### config.mk
export PLATFORM = sky130hd
export DESIGN_NAME = burst_drive_gate
export DESIGN_NICKNAME = d
export VERILOG_FILES = /design/src/rtl/burst_gate_pkg.sv /design/src/rtl/sync_pipe.sv /design/src/rtl/enable_arbiter.sv /design/src/rtl/gate_sequencer.sv /design/src/rtl/burst_drive_gate.sv
export SDC_FILE = /design/constraint.sdc
export NUM_CORES = 1
export LEC_CHECK = 0
export BUFFER_PORTS_ARGS = -buffer_cell sky130_fd_sc_hd__buf_4
export CORE_AREA = 2 2 39 41
export DETAILED_ROUTE_END_ITERATION = 12
export DIE_AREA = 0 0 41 43
export PLACE_DENSITY = 0.65
export SLEW_MARGIN = 20
export SYNTH_ARGS = -nofsm -noshare
export SYNTH_HDL_FRONTEND = slang
export SYNTH_HIERARCHICAL = 1
export SYNTH_SLANG_ARGS = --single-unit
### constraint.sdc
create_clock -name clk -period 1.3 [get_ports clk]
set_clock_uncertainty 0.05 [all_clocks]
set_input_delay 0.26 -clock clk [delete_from_list [all_inputs] [get_ports clk]]
set_output_delay 0.26 -clock clk [all_outputs]
set_load 0.1 [all_outputs]
### src/rtl/burst_gate_pkg.sv
package burst_gate_pkg;

    // Which rule decided the next enable value, in priority order.
    typedef enum logic [2:0] {
        ACT_HOLD      = 3'd0,
        ACT_FAULT     = 3'd1,
        ACT_LOW_SET   = 3'd2,
        ACT_FULL_ON   = 3'd3,
        ACT_LOAD_OFF  = 3'd4,
        ACT_HIGH_OFF  = 3'd5
    } arb_act_t;

    typedef struct packed {
        logic en;
        logic ld_p;
    } arb_state_t;

endpackage

### src/rtl/sync_pipe.sv
module sync_pipe #(
    parameter int W      = 4,
    parameter int STAGES = 2
) (
    input  logic         clk,
    input  logic         rst_n,
    input  logic [W-1:0] async_i,
    output logic [W-1:0] sync_o
);
    logic [STAGES-1:0][W-1:0] stg_d;
    logic [STAGES-1:0][W-1:0] stg_q;

    always_comb begin
        stg_d[0] = async_i;
        for (int s = 1; s < STAGES; s++) begin
            stg_d[s] = stg_q[s-1];
        end
    end

    always_ff @(posedge clk or negedge rst_n) begin
        if (!rst_n) begin
            stg_q <= '0;
        end else begin
            stg_q <= stg_d;
        end
    end

    assign sync_o = stg_q[STAGES-1];
endmodule

### src/rtl/enable_arbiter.sv
module enable_arbiter
    import burst_gate_pkg::*;
(
    input  logic clk,
    input  logic rst_n,
    input  logic lo_s,
    input  logic hi_s,
    input  logic ld_s,
    output logic en_o,
    output logic ld_prev_o
);
    arb_state_t st_d;
    arb_state_t st_q;
    arb_act_t   act;
    logic       ld_rise;

    always_comb begin
        ld_rise = ld_s & ~st_q.ld_p;

        if (lo_s && hi_s) begin
            act = ACT_FAULT;
        end else if (lo_s) begin
            act = ACT_LOW_SET;
        end else if (!ld_s) begin
            act = ACT_FULL_ON;
        end else if (ld_rise) begin
            act = ACT_LOAD_OFF;
        end else if (hi_s) begin
            act = ACT_HIGH_OFF;
        end else begin
            act = ACT_HOLD;
        end

        st_d      = st_q;
        st_d.ld_p = ld_s;
        unique case (act)
            ACT_FAULT:    st_d.en = 1'b0;
            ACT_LOW_SET:  st_d.en = 1'b1;
            ACT_FULL_ON:  st_d.en = 1'b1;
            ACT_LOAD_OFF: st_d.en = 1'b0;
            ACT_HIGH_OFF: st_d.en = 1'b0;
            default:      st_d.en = st_q.en;
        endcase
    end

    always_ff @(posedge clk or negedge rst_n) begin
        if (!rst_n) begin
            st_q <= '0;
        end else begin
            st_q <= st_d;
        end
    end

    assign en_o      = st_q.en;
    assign ld_prev_o = st_q.ld_p;
endmodule

### src/rtl/gate_sequencer.sv
module gate_sequencer #(
    parameter int DEAD_CYC = 2
) (
    input  logic clk,
    input  logic rst_n,
    input  logic en_i,
    input  logic sw_s,
    output logic gate_hi_o,
    output logic gate_lo_o
);
    localparam int DCNT_W = (DEAD_CYC < 1) ? 1 : $clog2(DEAD_CYC + 1);

    typedef struct packed {
        logic              run;
        logic              phase;
        logic              sw_p;
        logic [DCNT_W-1:0] dcnt;
    } seq_t;

    seq_t st_d;
    seq_t st_q;
    logic boundary;
    logic settled;

    always_comb begin
        boundary  = sw_s ^ st_q.sw_p;
        st_d      = st_q;
        st_d.sw_p = sw_s;
        if (boundary) begin
            st_d.run   = en_i;
            st_d.phase = sw_s;
            st_d.dcnt  = DCNT_W'(DEAD_CYC);
        end else if (st_q.dcnt != '0) begin
            st_d.dcnt = st_q.dcnt - 1'b1;
        end
    end

    always_ff @(posedge clk or negedge rst_n) begin
        if (!rst_n) begin
            st_q <= '0;
        end else begin
            st_q <= st_d;
        end
    end

    assign settled   = st_q.run && (st_q.dcnt == '0);
    assign gate_hi_o = settled &&  st_q.phase;
    assign gate_lo_o = settled && !st_q.phase;
endmodule

### src/rtl/burst_drive_gate.sv
module burst_drive_gate #(
    parameter int SYNC_STAGES = 2,
    parameter int DEAD_CYC    = 2
) (
    input  logic clk,
    input  logic rst_n,
    input  logic lo_lim_i,
    input  logic hi_lim_i,
    input  logic load_zero_i,
    input  logic sw_clk_i,
    output logic drive_en_o,
    output logic gate_hi_o,
    output logic gate_lo_o
);
    localparam int NUM_IN = 4;

    logic [NUM_IN-1:0] raw_in;
    logic [NUM_IN-1:0] syn_in;
    logic lo_sync;
    logic hi_sync;
    logic ld_sync;
    logic sw_sync;
    logic ld_prev;
    logic en;

    assign raw_in = {sw_clk_i, load_zero_i, hi_lim_i, lo_lim_i};

    sync_pipe #(.W(NUM_IN), .STAGES(SYNC_STAGES)) sync_i (
        .clk     (clk),
        .rst_n   (rst_n),
        .async_i (raw_in),
        .sync_o  (syn_in)
    );

    assign lo_sync = syn_in[0];
    assign hi_sync = syn_in[1];
    assign ld_sync = syn_in[2];
    assign sw_sync = syn_in[3];

    enable_arbiter arb_i (
        .clk       (clk),
        .rst_n     (rst_n),
        .lo_s      (lo_sync),
        .hi_s      (hi_sync),
        .ld_s      (ld_sync),
        .en_o      (en),
        .ld_prev_o (ld_prev)
    );

    gate_sequencer #(.DEAD_CYC(DEAD_CYC)) seq_i (
        .clk       (clk),
        .rst_n     (rst_n),
        .en_i      (en),
        .sw_s      (sw_sync),
        .gate_hi_o (gate_hi_o),
        .gate_lo_o (gate_lo_o)
    );

    assign drive_en_o = en;
endmodule

* Yosys cells after proc, flatten, opt, wreduce, memory -nomap -nowiden
Cells that the tools add are included.
** Operators by class
- Multipliers :: 0
- Shift-type cells :: 0
- Multiplexer cells :: 8
- Divide/modulo/power cells :: 0
- Add/subtract/negate cells :: 1
- Eq/ne operators :: 5
- Reduce and logical (&&, ||, !) cells :: 11
- Order comparisons :: 0
- Bitwise logic cells :: 3
** Operators with widths (count)
- $mux W3 :: 5
- $eq A3 B2 Y1 const B :: 2
- $eq A3 B3 Y1 const B :: 2
- $reduce_bool A2 Y1 :: 3
- $logic_and A1 B1 Y1 :: 4
- $mux W2 :: 2
- $eq A3 B1 Y1 const B :: 1
- $reduce_or A3 Y1 :: 1
- $logic_not A2 Y1 :: 1
- $pmux W1 S2 :: 1
- $reduce_or A2 Y1 :: 1
- $sub A2 B1 Y2 const B :: 1
- $and A1 B1 Y1 :: 1
- $logic_not A1 Y1 :: 1
- $not A1 Y1 :: 1
- $xor A1 B1 Y1 :: 1
** Word-level totals
- Memories kept :: 0
- Output and inout bits :: 3
- Bits in registers :: 15
- Word-level logic and storage cells :: 36
- Bits of input ports :: 6
- Bits in latches :: 0
- ROM bits :: 0
- RAM bits :: 0

* Logic depth before layout (Yosys ltp)
Gate-level depths: netlist (run 1).
- Depth in word-level cells :: 9
- Depth in mapped cells :: 4
- Depth with buffers taken out :: 4

* Cells and area by module
Netlist (run 1), hierarchy kept.
** Modules (own cells, without submodules)
- gate_sequencer :: cells an instance 21, times used 1, area an instance 236.5 um2, seq. area each 125.1 um2
- sync_pipe :: cells an instance 8, times used 1, area an instance 200.2 um2, seq. area each 200.2 um2
- enable_arbiter :: cells an instance 4, times used 1, area an instance 61.3 um2, seq. area each 50.0 um2

* Worst setup path after synthesis (run 1)
Ideal clock, no wire load.
- Path type :: flip-flop to output port
- From :: register seq_i/st_q[0] in the netlist's numbering
- To :: output gate_lo_o
- Data required time :: 0.990 ns
- Arrival :: 1.939 ns
- Buffers on the path :: 0
- Slack :: -0.949 ns
- Stages on the path, launching flop included :: 5
- Cell sequence :: dfrtp_1 -> inv_1 -> ha_1 -> nand2_1 -> nor2_1
** On the way
- Word-level cells in the longest chain between the ends :: 3
** RTL lines
- start: declaration :: RTL line gate_sequencer.sv:21 : seq_t st_q;
- start signal: assignment :: RTL line gate_sequencer.sv:42 : st_q <= st_d;
- $logic_not A2 Y1 :: RTL line gate_sequencer.sv:46 : assign settled = st_q.run && (st_q.dcnt == '0);
- $logic_and A1 B1 Y1 :: RTL line gate_sequencer.sv:46
- $logic_and A1 B1 Y1 :: RTL line gate_sequencer.sv:48 : assign gate_lo_o = settled && !st_q.phase;
- end: declaration :: RTL line burst_drive_gate.sv:13 : output logic gate_lo_o
Every way passes these cells.

* Worst setup path in the final report (run 1)
- From :: register seq_i/st_q[0] in the netlist's numbering
- To :: output gate_hi_o
** On the way
- Word-level cells in the longest chain between the ends :: 3
** RTL lines
- $logic_not A2 Y1 :: RTL line gate_sequencer.sv:46
- $logic_and A1 B1 Y1 :: RTL line gate_sequencer.sv:46
- $logic_and A1 B1 Y1 :: RTL line gate_sequencer.sv:47 : assign gate_hi_o = settled && st_q.phase;
- end: declaration :: RTL line burst_drive_gate.sv:12 : output logic gate_hi_o,
Every way passes these cells.

==> metrics.csv, run 1 <==
metric,value,unit
boundaryPins,9,
drc,0,
ys_seq_area_share,75.4,%
num_rows,14,
grt_pass1_wl,1.16,mm
drtIter0Drc,2,
portBuffers,8,
fin_crit,1540,ps
drive_gt1_share,49.0,%
leakagePower,0.318,nW
synth_area_leaders,"dfrtp_1, xor2_2, mux2_4",
synthFlopType,dfrtp_1,
clk_pin_slew_worst_paths,80,ps
final_max_slew_viol_count,0,
synth_edf_count,0,
grt_pass1_vias,313,
critPathKind,reg -> out,
critPathLaunchType,flop,
fin_setup_tns,-468,ps
fin_area,694,µm²
dp_hpwl,499,µm
initial_core_util,36.0,%
layout_setup_ws,-241,ps
placed_area,618,µm²
drt_wl_total,638,µm
ys_warn_count,6,
track_usage,10.4,%
cts.sinks,15,
yosysMostFrequentCell,dfrtp_1,
fp.dieH,43,µm
slowest_stage,dfrtp_1,
rsz0062_at_grt,yes,
synth_cell_type_count,14,
synthTopCellsByCount,"dfrtp_1, nor2_1, inv_1, nand2_1, nand2b_1",
synth.ff_latch_count,15,
fmax,649,MHz
status,"finished, violations left",
synth_async_sr_flop_share,100,%
cts_tree,built,
wl_per_cell,9.82,µm
cts_root_buffer,clkbuf_4,
post-synth-top-area-cell,dfrtp_1,
die-width,41,µm
power_density,1730,mW/mm²
grt_max_degree,16,
netlist_area,498,µm²
htree_levels,1,
die_area,0.00176,mm²
core_area,0.00138,mm²
globalplace.congestion,0.670,
hold_path.class,in -> reg,
clk_latency,270,ps
cpPeakStageDelay,400,ps
areaGrowthSynthToFinish,39.4,%
viasPerCell,4.48,
clock_path_buffers,2,
ir_drop,0.000660,V
netlist_instances,33,
whs,40.1,ps
postSynthAreaPerCell,15.1,µm²
tightest_slew,202,ps
crit_path_max_fanout,3,
first_pass_iters,2,
fin_nets,57,
synth_top_area_share,75.4,%
fin_crit_sh,119,%
max_cap_violations,0,
vias,291,
setup_viol,2,
slew_headroom,86.6,%
failed_checks,negative setup slack,
ant_nets,0,
antenna_found_initial,0,
path_cells,inv_2 > ha_4 > and3_4 > buf_12,
placedCellCount,59,
fin_util,50.2,%
timing.final.hold_violations,0,
grt_overflow_total,0,
end_kind,primary output,
cts_made_buffers,3,
mappedNetlistNets,40,
critPathRequiredTime,990,ps
fin_cells,65,
cp_data_arrival_time,1230,ps
diodes,0,
## layout make-up
type	count	area [µm²]
clock buffers	4	26.3
fillers	121	689
inverters	2	7.51
multi-input cells	16	143
flip-flops and latches	15	377
well taps	16	20.0
repair buffers	12	121
## path summary, 6_finish.rpt
check                                     start  cells after the start  slack, ps               end
worst max-delay path              seq_i/st_q[0]                      4       -240         gate_hi_o
worst min-delay path                   sw_clk_i                      1         40   sync_i/stg_d[7]
worst max register to register    seq_i/st_q[0]                      5         90     seq_i/st_q[1]
worst min register to register  sync_i/stg_d[4]                      0        300  sync_i/sync_o[0]
max in group asynchronous                 rst_n                      2        700        arb_i/en_o
min in group asynchronous                 rst_n                      2        320   sync_i/stg_d[7]
## where the power goes
part | switching (W) | internal, W | total [W]
logic | 0.000194 | 0.000201 | 0.000395
registers | 0.0000398 | 0.000522 | 0.000562
clock network | 0.000128 | 0.000119 | 0.000246
total | 0.000362 | 0.000842 | 0.00120
## cells in the final DEF, fill, tap and decap left out, drive strengths merged
cell         instances
nor2                 3
nand2                2
xor2                 2
dlygate4sd3          1
mux2                 1
ha                   1
a21oi                1
inv                  2
and3                 1
dfrtp               15
buf                 11
clkbuf               4
nand2b               2
a21o                 1
o21ai                1
o22ai                1
## through the flow
step	total power (W)	worst slack, ps
global placement	0.000890	3.04
global route	0.00128	-286
finish	0.00120	-241
CTS	0.00120	-248
detailed placement	0.000919	-22.7
floorplan	0.000811	-138
## worst max-delay path: cells and delay by family, from the launching register on
kind / cells / cell delay (ps)
buf+inv: 2 / 240
flops: 1 / 400
simple gates: 1 / 180
fa+ha+maj: 1 / 140
## cells by family after synthesis
logic type,after synthesis,share of synthesized area (%)
flip-flops,15,75.4
AND/OR/NAND/NOR,8,7.54
AO/OA/AOI/OAI,4,5.02
XOR/XNOR,2,5.03
buffers and inverters,2,1.51
multiplexers,1,3.01
adder cells (fa/ha/maj),1,2.51
## state kept, by name (all words and copies together), names as in the netlist
name and count:
sync_i/sync_o 4, arb_i/en_o 1, sync_i/stg_d 4, seq_i/st_q 5, arb_i/ld_prev_o 1
## what timing repair did
item | in CTS | in global routing
pin swaps | 1 | 1
hold buffers | 1 | 0
buffers inserted | 0 | 1
setup endpoints to repair | 2 | 3
hold endpoints to repair | 15 | 0
resized for setup | 7 | 1
## routing by layer
layer / global-route usage, % / vias to the layer above / part of all wire, %
met5: 0 / - / 0
met4: 8.00 / 0 / 0.63
met3: 4.71 / 2 / 6.9
met2: 15.9 / 9 / 55
met1: 10.2 / 142 / 37
li1: - / 138 / -
No activity file was read; power rests on OpenSTA's default activity.
==> run 2, diff against run 1 <==
Settings changed: PLACE_DENSITY 0.65 to unset, RECOVER_POWER set to 25.
==> run 2 against run 1 <==
Against the previous run: the run still ends with negative setup slack left; combinational power rose by 2%; cell count rose by 3.1%; die area did not move; sequential cell count did not move; largest power group unchanged; highest routed layer unchanged.
==> metrics.csv, run 2 (synthesized netlist as in run 1, its figures left out) <==
metric,value,unit
status,"finished, violations left",
failed_checks,negative setup slack,
filler_cell_count,120,
cts.sinks,15,
dp_hpwl,528,µm
drc,0,
wl_per_cell,11.4,µm
hold_path.class,in -> reg,
ant_nets,0,
placed_area,618,µm²
grt_pass1_wl,1.30,mm
track_usage,12.4,%
fp.dieH,43,µm
timing.final.hold_violations,0,
grt_pass1_vias,326,
core_area,0.00138,mm²
antenna_found_initial,0,
final_common_cell,dfrtp_1,
cts_made_buffers,3,
critPathKind,reg -> out,
leakagePower,0.329,nW
max_cap_violations,0,
path_cells,inv_2 > ha_4 > and3_4 > buf_12,
portBuffers,8,
die-width,41,µm
clk_latency,280,ps
areaGrowthSynthToFinish,43.7,%
cts_tree,built,
end_kind,primary output,
largest-register,seq_i/st_q,
drt_wl_total,765,µm
globalplace.congestion,0.651,
slew_headroom,86.2,%
whs,60.5,ps
fin_area,716,µm²
fin_setup_tns,-458,ps
first_pass_iters,2,
diodes,0,
boundaryPins,9,
fin_crit,1540,ps
ir_drop,0.000716,V
htree_levels,1,
critPathRequiredTime,990,ps
fmax,651,MHz
tightest_slew,207,ps
cts_root_buffer,clkbuf_4,
layout_setup_ws,-236,ps
fin_nets,59,
critPathLaunchType,flop,
setup_viol,2,
drive_gt1_share,49.0,%
grt_overflow_total,0,
viasPerCell,4.51,
mostFrequentLayoutCells,"dfrtp_1, buf_4, clkbuf_4",
cpPeakStageDelay,390,ps
vias,302,
clk_pin_slew_worst_paths,80,ps
final_max_slew_viol_count,0,
clock_path_buffers,2,
rsz0062_at_grt,yes,
drtIter0Drc,1,
crit_path_max_fanout,3,
die_area,0.00176,mm²
num_rows,14,
slowest_stage,dfrtp_1,
cp_data_arrival_time,1230,ps
grt_max_degree,16,
initial_core_util,36.0,%
fin_crit_sh,118,%
largest_reg_flops,5,
power_density,1700,mW/mm²
-- run 2: what timing repair did --
action                                 CTS  global route
endpoints found under the hold margin   15             2
pin swaps                                1             0
resized for setup                        7             1
hold buffers                             1             2
cloned                                   0             0
setup buffers                            1             0
setup endpoints to repair                2             3
-- run 2: cell type report --
| cell class | instances | area [µm²] | share of cell area (%) |
|---|---|---|---|
| clock buffer | 3 | 22.5 | 3.15 |
| clock inverter | 1 | 5.00 | 0.699 |
| inverter | 2 | 7.51 | 1.05 |
| multi-input combinational | 16 | 143 | 19.9 |
| sequential | 15 | 377 | 52.6 |
| tap | 16 | 20.0 | 2.80 |
| timing repair buffer | 14 | 141 | 19.8 |
-- run 2: power by group --
part	internal (W)	total [W]	switching (W)
Clock	0.000114	0.000253	0.000139
Combinational	0.000205	0.000404	0.000199
Sequential	0.000522	0.000562	0.0000395
-- run 2: routing by layer --
layer | wire, µm | vias to the layer above | GRT usage [%] | part of all wire, %
li1 | - | 142 | - | -
met1 | 280 | 149 | 12.1 | 37
met2 | 445 | 9 | 18.4 | 58
met3 | 33 | 2 | 4.71 | 4.3
met4 | 6 | 0 | 12.0 | 0.78
met5 | 0 | - | 0 | 0
-- run 2: through the flow --
stage | power (W) | setup WS (ps) | instances | utilization (%)
finish | 0.00122 | -236 | 67 | 51.7
global route | 0.00131 | -316 | 67 | 51.7
CTS | 0.00124 | -261 | 65 | 50.0
detailed placement | 0.000924 | -30.1 | 59 | 44.7
global placement | 0.000893 | -2.42 | 59 | 44.7
floorplan | 0.000811 | -138 | 33 | -
-- run 2: final timing paths --
kind | depth (start not counted) | endpoint | slack, ps | start
setup / recovery | 4 | gate_hi_o | -240 | seq_i/st_q[1]
min in group asynchronous | 2 | sync_i/stg_d[5] | 300 | rst_n
setup reg to reg | 5 | seq_i/st_q[1] | 100 | seq_i/st_q[0]
hold reg to reg | 0 | sync_i/sync_o[0] | 310 | sync_i/stg_d[4]
hold / removal | 1 | sync_i/stg_d[7] | 60 | sw_clk_i
max in group asynchronous | 2 | arb_i/en_o | 720 | rst_n
-- run 2: critical path, delay by kind of cell, from the launching register on --
family | cells | cell delay (ps)
adders and majority gates | 1 | 140
buffers and inverters | 2 | 240
DFF | 1 | 390
and+or+nand+nor | 1 | 180
